<file path="src/rtl/burst_col_seq_pkg.sv">
package burst_col_seq_pkg;
  localparam int unsigned COL_W = 9;
  localparam int unsigned LEN_W = 3;

  typedef enum logic [LEN_W-1:0] {
    LEN_ONE   = 3'b000,
    LEN_TWO   = 3'b001,
    LEN_FOUR  = 3'b010,
    LEN_EIGHT = 3'b011,
    LEN_PAGE  = 3'b111
  } len_code_e;

  typedef struct packed {
    logic [COL_W-1:0] mask;
    logic             page;
    logic             ilv;
  } burst_cfg_t;
endpackage

</file>
<file path="src/rtl/bcs_rst_sync.sv">
module bcs_rst_sync #(
  parameter int unsigned STAGES = 2
) (
  input  logic clk,
  input  logic rst_n,
  output logic rst_sync_n
);
  logic [STAGES-1:0] sync_q;

  always_ff @(posedge clk or negedge rst_n) begin
    if (!rst_n) sync_q <= '0;
    else        sync_q <= {sync_q[STAGES-2:0], 1'b1};
  end

  assign rst_sync_n = sync_q[STAGES-1];
endmodule

</file>
<file path="src/rtl/bcs_len_decode.sv">
module bcs_len_decode
  import burst_col_seq_pkg::*;
#(
  parameter int unsigned CW = COL_W
) (
  input  logic [LEN_W-1:0] len_code_i,
  input  logic             ilv_i,
  input  logic             wr_i,
  input  logic             wr_single_i,
  output logic [CW-1:0]    mask_o,
  output logic             page_o,
  output logic             ilv_o
);
  logic force_one;
  logic [CW-1:0] mask_raw;
  logic page_raw;

  assign force_one = wr_i & wr_single_i;

  always_comb begin
    mask_raw = '0;
    page_raw = 1'b0;
    case (len_code_i)
      LEN_TWO:   mask_raw = CW'(1);
      LEN_FOUR:  mask_raw = CW'(3);
      LEN_EIGHT: mask_raw = CW'(7);
      LEN_PAGE: begin
        mask_raw = '1;
        page_raw = 1'b1;
      end
      default:   mask_raw = '0;
    endcase
  end

  assign mask_o = force_one ? '0 : mask_raw;
  assign page_o = page_raw & ~force_one;
  // page bursts are sequential only; length one has no order
  assign ilv_o  = ilv_i & ~page_o & (mask_o != '0);
endmodule

</file>
<file path="src/rtl/bcs_beat_ctrl.sv">
module bcs_beat_ctrl
  import burst_col_seq_pkg::*;
#(
  parameter int unsigned CW = COL_W
) (
  input  logic          clk,
  input  logic          rst_n,
  input  logic          start_i,
  input  logic [CW-1:0] start_col_i,
  input  logic [CW-1:0] mask_i,
  input  logic          page_i,
  input  logic          ilv_i,
  input  logic          adv_i,
  input  logic          term_i,
  output logic          act_o,
  output logic          last_o,
  output logic [CW-1:0] idx_o,
  output logic [CW-1:0] scol_o,
  output logic [CW-1:0] mask_o,
  output logic          ilv_o
);
  logic          act_q, act_d;
  logic [CW-1:0] idx_q, idx_d;
  logic          idx_en;
  logic          cfg_en;
  logic [CW-1:0] scol_q, mask_q;
  logic          page_q, ilv_q;
  logic          at_end;

  assign at_end = ~page_q & (idx_q == mask_q);
  assign cfg_en = start_i;

  always_comb begin
    act_d  = act_q;
    idx_d  = idx_q;
    idx_en = 1'b0;
    if (start_i) begin
      act_d  = 1'b1;
      idx_d  = '0;
      idx_en = 1'b1;
    end else if (act_q) begin
      if (term_i) begin
        act_d = 1'b0;
      end else if (adv_i) begin
        if (at_end) begin
          act_d = 1'b0;
        end else begin
          idx_d  = idx_q + 1'b1;
          idx_en = 1'b1;
        end
      end
    end
  end

  always_ff @(posedge clk or negedge rst_n) begin
    if (!rst_n) begin
      act_q <= 1'b0;
      idx_q <= '0;
    end else begin
      act_q <= act_d;
      if (idx_en) idx_q <= idx_d;
    end
  end

  always_ff @(posedge clk or negedge rst_n) begin
    if (!rst_n) begin
      scol_q <= '0;
      mask_q <= '0;
      page_q <= 1'b0;
      ilv_q  <= 1'b0;
    end else if (cfg_en) begin
      scol_q <= start_col_i;
      mask_q <= mask_i;
      page_q <= page_i;
      ilv_q  <= ilv_i;
    end
  end

  assign act_o  = act_q;
  assign last_o = act_q & at_end;
  assign idx_o  = idx_q;
  assign scol_o = scol_q;
  assign mask_o = mask_q;
  assign ilv_o  = ilv_q;

  assert_term_ends_R11: assert property (@(posedge clk) disable iff (!rst_n)
    (act_o && term_i && !start_i) |=> !act_o);
  assert_last_closes_R3: assert property (@(posedge clk) disable iff (!rst_n)
    (last_o && adv_i && !start_i) |=> !act_o);
  assert_idle_stays_R10: assert property (@(posedge clk) disable iff (!rst_n)
    (!act_o && !start_i) |=> !act_o);
  assert_page_no_last_R7: assert property (@(posedge clk) disable iff (!rst_n)
    (start_i && page_i) |=> !last_o);
endmodule

</file>
<file path="src/rtl/bcs_col_gen.sv">
module bcs_col_gen
  import burst_col_seq_pkg::*;
#(
  parameter int unsigned CW = COL_W
) (
  input  logic [CW-1:0] scol_i,
  input  logic [CW-1:0] idx_i,
  input  logic [CW-1:0] mask_i,
  input  logic          ilv_i,
  output logic [CW-1:0] col_o
);
  logic [CW-1:0] seq_off, ilv_off, off;

  assign seq_off = scol_i + idx_i;
  assign ilv_off = scol_i ^ idx_i;
  assign off     = ilv_i ? ilv_off : seq_off;

  for (genvar b = 0; b < CW; b++) begin : g_bit
    assign col_o[b] = mask_i[b] ? off[b] : scol_i[b];
  end
endmodule

</file>
<file path="src/rtl/burst_col_seq.sv">
module burst_col_seq
  import burst_col_seq_pkg::*;
(
  input  logic             clk,
  input  logic             rst_n,
  input  logic             start_i,
  input  logic [COL_W-1:0] start_col_i,
  input  logic [LEN_W-1:0] len_code_i,
  input  logic             ilv_i,
  input  logic             wr_i,
  input  logic             wr_single_i,
  input  logic             adv_i,
  input  logic             term_i,
  output logic [COL_W-1:0] col_o,
  output logic             valid_o,
  output logic             last_o
);
  logic       rst_sync_n;
  burst_cfg_t cfg;
  logic [COL_W-1:0] idx, scol, mask_q;
  logic       ilv_q;

  bcs_rst_sync #(.STAGES(2)) u_rst (
    .clk(clk), .rst_n(rst_n), .rst_sync_n(rst_sync_n)
  );

  bcs_len_decode #(.CW(COL_W)) u_dec (
    .len_code_i(len_code_i), .ilv_i(ilv_i), .wr_i(wr_i),
    .wr_single_i(wr_single_i),
    .mask_o(cfg.mask), .page_o(cfg.page), .ilv_o(cfg.ilv)
  );

  bcs_beat_ctrl #(.CW(COL_W)) u_ctrl (
    .clk(clk), .rst_n(rst_sync_n), .start_i(start_i),
    .start_col_i(start_col_i), .mask_i(cfg.mask), .page_i(cfg.page),
    .ilv_i(cfg.ilv), .adv_i(adv_i), .term_i(term_i),
    .act_o(valid_o), .last_o(last_o), .idx_o(idx), .scol_o(scol),
    .mask_o(mask_q), .ilv_o(ilv_q)
  );

  bcs_col_gen #(.CW(COL_W)) u_col (
    .scol_i(scol), .idx_i(idx), .mask_i(mask_q), .ilv_i(ilv_q),
    .col_o(col_o)
  );

  assert_start_loads_R2: assert property (@(posedge clk) disable iff (!rst_sync_n)
    start_i |=> (valid_o && col_o == $past(start_col_i)));
  assert_single_write_R9: assert property (@(posedge clk) disable iff (!rst_sync_n)
    (start_i && wr_i && wr_single_i) |=> last_o);
  assert_block_kept_R4: assert property (@(posedge clk) disable iff (!rst_sync_n)
    (valid_o && !start_i) |=> (!valid_o || ((col_o ^ $past(col_o)) & ~mask_q) == '0));
  assert_hold_R10: assert property (@(posedge clk) disable iff (!rst_sync_n)
    (valid_o && !adv_i && !term_i && !start_i) |=> (valid_o && $stable(col_o)));
endmodule

</file>
<file path="config.mk">
export PLATFORM = sky130hd
export DESIGN_NAME = burst_col_seq
export DESIGN_NICKNAME = d
export VERILOG_FILES = /design/src/rtl/burst_col_seq_pkg.sv /design/src/rtl/bcs_rst_sync.sv /design/src/rtl/bcs_len_decode.sv /design/src/rtl/bcs_beat_ctrl.sv /design/src/rtl/bcs_col_gen.sv /design/src/rtl/burst_col_seq.sv
export SDC_FILE = /design/constraint.sdc
export NUM_CORES = 1
export LEC_CHECK = 0
export ABC_AREA = 1
export BUFFER_PORTS_ARGS = -buffer_cell sky130_fd_sc_hd__buf_4
export CAP_MARGIN = 20
export CORE_MARGIN = 5
export CORE_UTILIZATION = 55
export CTS_CLUSTER_SIZE = 24
export DETAILED_ROUTE_END_ITERATION = 12
export PLACE_DENSITY = 0.78
export SETUP_SLACK_MARGIN = 0.3
export SKIP_LAST_GASP = 1
export SLEW_MARGIN = 10
export SYNTH_ARGS = -nofsm -noshare
export SYNTH_HDL_FRONTEND = slang
export SYNTH_SLANG_ARGS = --single-unit
</file>
<file path="constraint.sdc">
create_clock -name clk -period 2.3 [get_ports clk]
set_clock_uncertainty 0.05 [all_clocks]
set_input_delay 0.23 -clock clk [delete_from_list [all_inputs] [get_ports clk]]
set_output_delay 0.23 -clock clk [all_outputs]
set_load 0.05 [all_outputs]
</file>
==> results of run 1 <==
[placed cells by master, fill, tap and decap left out, drive strengths merged]
master	n
o21ai	14
nor2	12
a21oi	6
o22ai	1
ha	9
nand3b	2
clkbuf	4
inv	30
conb	1
or2	1
dlygate4sd3	2
xor2	7
clkinv	1
xnor2	2
buf	51
o2111ai	2
fa	1
dfrtp	27
nand2	93
nand3	30
nand4	12
[where the power goes]
part,switching (mW),total (mW),internal (mW)
Combinational,0.246,0.408,0.162
Sequential,0.0254,0.527,0.501
Clock,0.149,0.218,0.0685
[area by class of cell]
class	count	area [µm²]	area share
Sequential cell	27	681	0.269
Clock buffer	4	26.3	0.0104
Inverter	31	116	0.0460
Timing Repair Buffer	53	463	0.183
Multi-Input combinational cell	193	1190	0.469
Tap cell	46	57.6	0.0227
[Yosys cell counts, drive strengths merged, types with 2 or more instances]
cell and n:
nand2 93, xor2 7, xnor2 2, nor2 12, o2111ai 2, inv 30, clkbuf 2, a21oi 6
nand4 12, dfrtp 27, o21ai 14, nand3b 2, nand3 30, buf 4, ha 9
[worst max-delay path by stage]
stage | to | slack (ps) | from
global placement | col_o[8] | 250 | u_ctrl.idx_o[1]
finish | col_o[8] | -90 | u_ctrl.idx_o[0]
detailed placement | col_o[8] | 200 | u_ctrl.idx_o[1]
CTS | col_o[8] | -30 | u_ctrl.scol_o[0]
floorplan | col_o[4] | 180 | u_ctrl.idx_o[0]
global route | col_o[6] | -200 | u_ctrl.idx_o[0]
[cell families (layout without fill, tap and decap cells)]
logic type	Yosys count	in the layout	share of synthesized area
AO/OA/AOI/OAI	23	23	0.0677
XOR/XNOR	9	9	0.0431
adder cells (fa/ha/maj)	10	10	0.0725
buffers and inverters	37	88	0.0821
flip-flops	27	27	0.369
other	1	1	0.00205
AND/OR/NAND/NOR	150	150	0.363
[registers in the layout, indices dropped and copies added, names as in the netlist]
signal and count:
u_ctrl.page_q 1, u_rst.sync_q 2, u_ctrl.mask_o 4, u_ctrl.act_o 1, u_ctrl.ilv_o 1, u_ctrl.scol_o 9
u_ctrl.idx_o 9
[timing repair]
action	in CTS	in global routing
hold buffers	2	0
pin swaps	11	8
endpoints found under the setup margin	9	11
endpoints found under the hold margin	3	0
gates resized for setup	37	13
buffers inserted	13	4
[metrics by stage]
stage	instances	TNS, ps	power (mW)	hold WS (ps)	setup WS (ps)
3_3_place_gp	331	0	0.855	-38.2	249
3_5_place_dp	331	0	0.858	-37.3	198
6_report	354	-311	1.15	14.6	-86.3
2_1_floorplan	257	0	0.760	-116	181
5_1_grt	354	-1020	1.21	8.13	-201
4_1_cts	350	-49.9	1.13	23.3	-33.3
[routing by layer]
metal	vias up	global-route usage	share of wire
met5	-	0	0
met4	0	0.0810	0.027
met3	11	0.0383	0.049
met2	51	0.429	0.50
met1	917	0.282	0.42
li1	934	-	-
[tightest hold or removal path, cell delays in order]
cell	delay, ps
buf_4	70
nand2_1	40
nand2_1	50
==> flow_metrics.py, run 1 <==
metrics = {
    "power_and_ir_drop": {
        "power.density_nw_per_um2": 456,
        "p_leak_nw": 1.33,
        "peakVddDrop_mv": 0.324,
    },
    "timing": {
        "timing.fmax_ghz": 0.419,
        "period_share": 1.04,
        "final.setup.worst_slack_ps": -86.3,
        "rsz0062_at_grt": "true",
        "hold_viol": 0,
        "slew_violations": 0,
        "period_needed_ps": 2390,
        "finalSetupViolCount": 6,
    },
    "global_routing": {
        "gr-total-overflow": 0,
        "antenna_found_initial": 0,
        "grt_pass1_vias": 1838,
        "grt_start_max_net_pins": 25,
        "grt_first_pass_wirelength_um": 8160,
        "grt_usage": 0.237,
    },
    "setup_path": {
        "r2r_cells": 12,
        "critPathArrivalTime_ps": 2110,
        "critPathMaxStageDelay_ps": 380,
        "cp_num_buf_inv": 3,
        "r2r-end": "u_ctrl.idx_o[4]",
        "criticalPathCategory": "register to primary output",
        "crit_required_ps": 2020,
        "path_depth": 13,
        "critical_path.top_delay_family": "simple AND/OR/NAND/NOR gates",
        "worstPathMaxFanout": 3,
        "rrSetupSlack_ps": 420,
        "cp_slowest_cell": "dfrtp_1",
        "cp-start-kind": "register",
        "reg2reg_from": "u_ctrl.idx_o[1]",
        "end_kind": "primary output",
        "worstPathCellList": "ha_2 > inv_2 > fa_2 > inv_2 > nand3_2 > nand2_2 > nand3_2 > nand2_1 > nand2_1 > nand3_1 > nand2_1 > nand2_2 > buf_8",
        "crit_top_cell": "nand2_1",
    },
    "synth": {
        "avgSynthCellArea_um2": 7.12,
        "synthCells": 257,
        "synthArstFlopShare": 1.00,
        "ys_ff_latch": 27,
        "synthTopCellsByArea": "dfrtp_1 (37%), nand2_1 (19%), nand3_1 (7.9%)",
        "synth_edf_count": 0,
        "synth_seq_area_share": 0.369,
        "synth_area_um2": 1830,
        "synthDistinctLibCells": 24,
        "yosysWarnings": 0,
        "synth_top_area_share": 0.369,
        "synthesis.nets": 287,
        "synthFlopType": "dfrtp_1",
        "yosys.area.top_type": "dfrtp_1",
    },
    "die": {
        "die_h_um": 67.7,
        "chipWidth_um": 67.7,
        "ios": 31,
        "initial_utilization": 0.557,
        "core_area_um2": 3280,
        "std_cell_rows": 21,
        "die_area_um2": 4580,
    },
    "cts": {
        "clock-root-buffer": "clkbuf_4",
        "insertion_delay_ps": 350,
        "cts_buffer_depth": 2,
        "cts_made_buffers": 3,
        "cts.clk_slew.worst_paths_ps": 150,
        "cts_tree": "built",
        "cts_max_level": 1,
        "clock-sinks": 27,
    },
    "cells_and_area": {
        "syn_to_final_growth_pct": 38.3,
        "drive_gt1_frac": 0.305,
        "finish.utilization": 0.770,
        "layout.nets": 339,
        "fin_area_um2": 2530,
        "num_antenna_cells": 0,
        "nFillCells": 234,
    },
    "min_path": {
        "hold_path_end": "u_ctrl.scol_o[5]",
        "hold_class": "primary input to register",
        "hold_start": "start_col_i[5]",
        "min_path_cells": 3,
    },
    "run_status": {
        "violations": "setup timing",
        "outcome": "complete, but fails checks",
    },
    "route": {
        "ant_nets": 0,
        "vias": 1913,
        "dr.pass1.iters": 4,
        "avgRoutedWirePerCell_um": 13.9,
        "drc_errors": 0,
        "vias_per_cell": 5.40,
        "drt_iter0_markers": 149,
        "drt-total-wl_um": 4920,
    },
    "place": {
        "place_area_um2": 2130,
        "place_hpwl_um": 3070,
        "place.port_buffers": 30,
        "place_congestion": 0.791,
    },
    "job": {
        "cap_violations": 0,
    },
}
(Power assumes the default switching activity.)
==> inputs of run 2 (changes only) <==
--- a/config.mk
+++ b/config.mk
@@ -12,7 +12,7 @@
 export CORE_UTILIZATION = 55
 export CTS_CLUSTER_SIZE = 24
 export DETAILED_ROUTE_END_ITERATION = 12
-export PLACE_DENSITY = 0.78
+export PLACE_DENSITY_LB_ADDON = 0.3
 export SETUP_SLACK_MARGIN = 0.3
 export SKIP_LAST_GASP = 1
 export SLEW_MARGIN = 10
==> run 2 against run 1 <==
  * The run still ends with setup timing left
  * Sequential power is 0.9% higher
  * Sequential share of layout area increased by 0.40 points
  * Sequential cell count did not move
  * Clock power about the same
  * Routed wire length fell by 3.6%
  * Largest power group unchanged
  * Highest routed layer unchanged
==> flow_metrics.py, run 2 (synthesis gave the netlist of run 1 again) <==
metrics = {
    "run_status": {
        "outcome": "complete, but fails checks",
        "violations": "setup timing",
    },
    "global_routing": {
        "grt_usage": 0.230,
        "grt_first_pass_wirelength_um": 7830,
        "antenna_found_initial": 0,
        "grt_start_max_net_pins": 27,
        "gr-total-overflow": 0,
        "grt_pass1_vias": 1713,
    },
    "route": {
        "drt_iter0_markers": 154,
        "drt-total-wl_um": 4740,
        "avgRoutedWirePerCell_um": 13.6,
        "vias": 1852,
        "ant_nets": 0,
        "vias_per_cell": 5.32,
        "drc_errors": 0,
        "dr.pass1.iters": 4,
    },
    "cells_and_area": {
        "final_cell_mix": "nand2_1 (83), buf_4 (34), inv_1 (27)",
        "nFillCells": 240,
        "drive_gt1_frac": 0.308,
        "syn_to_final_growth_pct": 36.0,
        "fin_area_um2": 2490,
        "mostFrequentLayoutCell": "nand2_1",
        "layout.area.seq_um2": 679,
        "multi_input_area_um2": 1200,
        "num_antenna_cells": 0,
        "layout.nets": 333,
    },
    "setup_path": {
        "crit_required_ps": 2020,
        "critPathMaxStageDelay_ps": 390,
        "rrSetupSlack_ps": 480,
        "crit_top_cell": "nand2_2",
        "critPathArrivalTime_ps": 2130,
        "worstPathCellList": "ha_2 > inv_2 > fa_2 > inv_2 > nand3_2 > nand2_2 > nand3_2 > nand2_2 > nand2_2 > nand3_2 > nand2_1 > nand2_2 > buf_8",
        "worstPathMaxFanout": 3,
        "criticalPathCategory": "register to primary output",
        "cp-start-kind": "register",
        "r2r-end": "u_ctrl.idx_o[8]",
        "r2r_cells": 11,
        "end_kind": "primary output",
        "cp_slowest_cell": "dfrtp_1",
        "reg2reg_from": "u_ctrl.idx_o[1]",
    },
    "timing": {
        "slew_violations": 0,
        "finalSetupViolCount": 4,
        "fin_tns_setup_ps": -247,
        "max_slew_margin": 0.605,
        "tightest_slew_ps": 592,
        "final.setup.worst_slack_ps": -106,
        "timing.fmax_ghz": 0.416,
        "rsz0062_at_grt": "true",
        "period_needed_ps": 2410,
        "hold_ws_ps": 26.8,
        "hold_viol": 0,
        "period_share": 1.05,
    },
    "min_path": {
        "min_path_cells": 3,
        "hold_path_end": "u_ctrl.scol_o[4]",
        "hold_start": "start_col_i[4]",
        "hold_class": "primary input to register",
    },
    "place": {
        "place.port_buffers": 30,
        "place_congestion": 0.783,
        "place_area_um2": 2140,
        "place_hpwl_um": 3070,
    },
    "die": {
        "die_area_um2": 4580,
        "ios": 31,
        "core_area_um2": 3280,
        "initial_utilization": 0.557,
        "std_cell_rows": 21,
        "chipWidth_um": 67.7,
        "die_h_um": 67.7,
    },
    "power_and_ir_drop": {
        "p_leak_nw": 1.31,
        "power.density_nw_per_um2": 461,
        "peakVddDrop_mv": 0.333,
    },
    "cts": {
        "cts_made_buffers": 3,
        "clock-sinks": 27,
        "cts_buffer_depth": 2,
        "cts_max_level": 1,
        "insertion_delay_ps": 340,
        "cts_tree": "built",
        "clock-root-buffer": "clkbuf_4",
        "cts.clk_slew.worst_paths_ps": 160,
    },
    "job": {
        "cap_violations": 0,
    },
}
## run 2: area by class of cell
cell class	instances	area share
Clock buffer	3	0.00905
Tap cell	46	0.0231
Clock inverter	1	0.00201
Multi-Input combinational cell	193	0.481
Sequential cell	27	0.273
Timing Repair Buffer	47	0.165
Inverter	31	0.0468
## run 2: critical path, delay by kind of cell (launching register included)
kind / cells / cell delay, ps
adder cells (fa/ha/maj): 2 / 570
buffers and inverters: 3 / 240
flip-flops: 1 / 390
AND/OR/NAND/NOR: 8 / 580
## run 2: routing by layer
metal	share of wire	up-vias	global-route usage
met5	0	-	0
met4	0.012	0	0.0633
met3	0.059	6	0.0316
met2	0.51	54	0.394
met1	0.42	871	0.302
li1	-	921	-
## run 2: what timing repair did
item,CTS,global route
pin swaps,8,14
endpoints found under the setup margin,9,9
buffers inserted,8,2
resized for setup,32,20
hold endpoints to repair,2,0
hold buffers,1,0
## run 2: stage by stage
stage | instances | util | power, mW | worst slack, ps
floorplan | 257 | - | 0.760 | 181
global placement | 333 | 0.653 | 0.854 | 289
detailed placement | 333 | 0.653 | 0.859 | 262
CTS | 346 | 0.733 | 1.13 | -45.3
global route | 348 | 0.758 | 1.20 | -229
finish | 348 | 0.758 | 1.15 | -106
## run 2: worst max-delay path by stage
stage                          start       end  slack (ps)  cells past startpoint
floorplan            u_ctrl.idx_o[0]  col_o[4]         180                      9
global placement     u_ctrl.idx_o[0]  col_o[8]         290                     13
detailed placement   u_ctrl.idx_o[0]  col_o[8]         260                     13
CTS                  u_ctrl.idx_o[0]  col_o[8]         -50                     13
global route         u_ctrl.idx_o[0]  col_o[8]        -230                     13
finish              u_ctrl.scol_o[0]  col_o[8]        -110                     13
## run 2: power by group
| group | internal, mW | switching (mW) |
|---|---|---|
| combinational | 0.155 | 0.242 |
| sequential | 0.501 | 0.0303 |
| clock | 0.0656 | 0.152 |
| total | 0.722 | 0.424 |
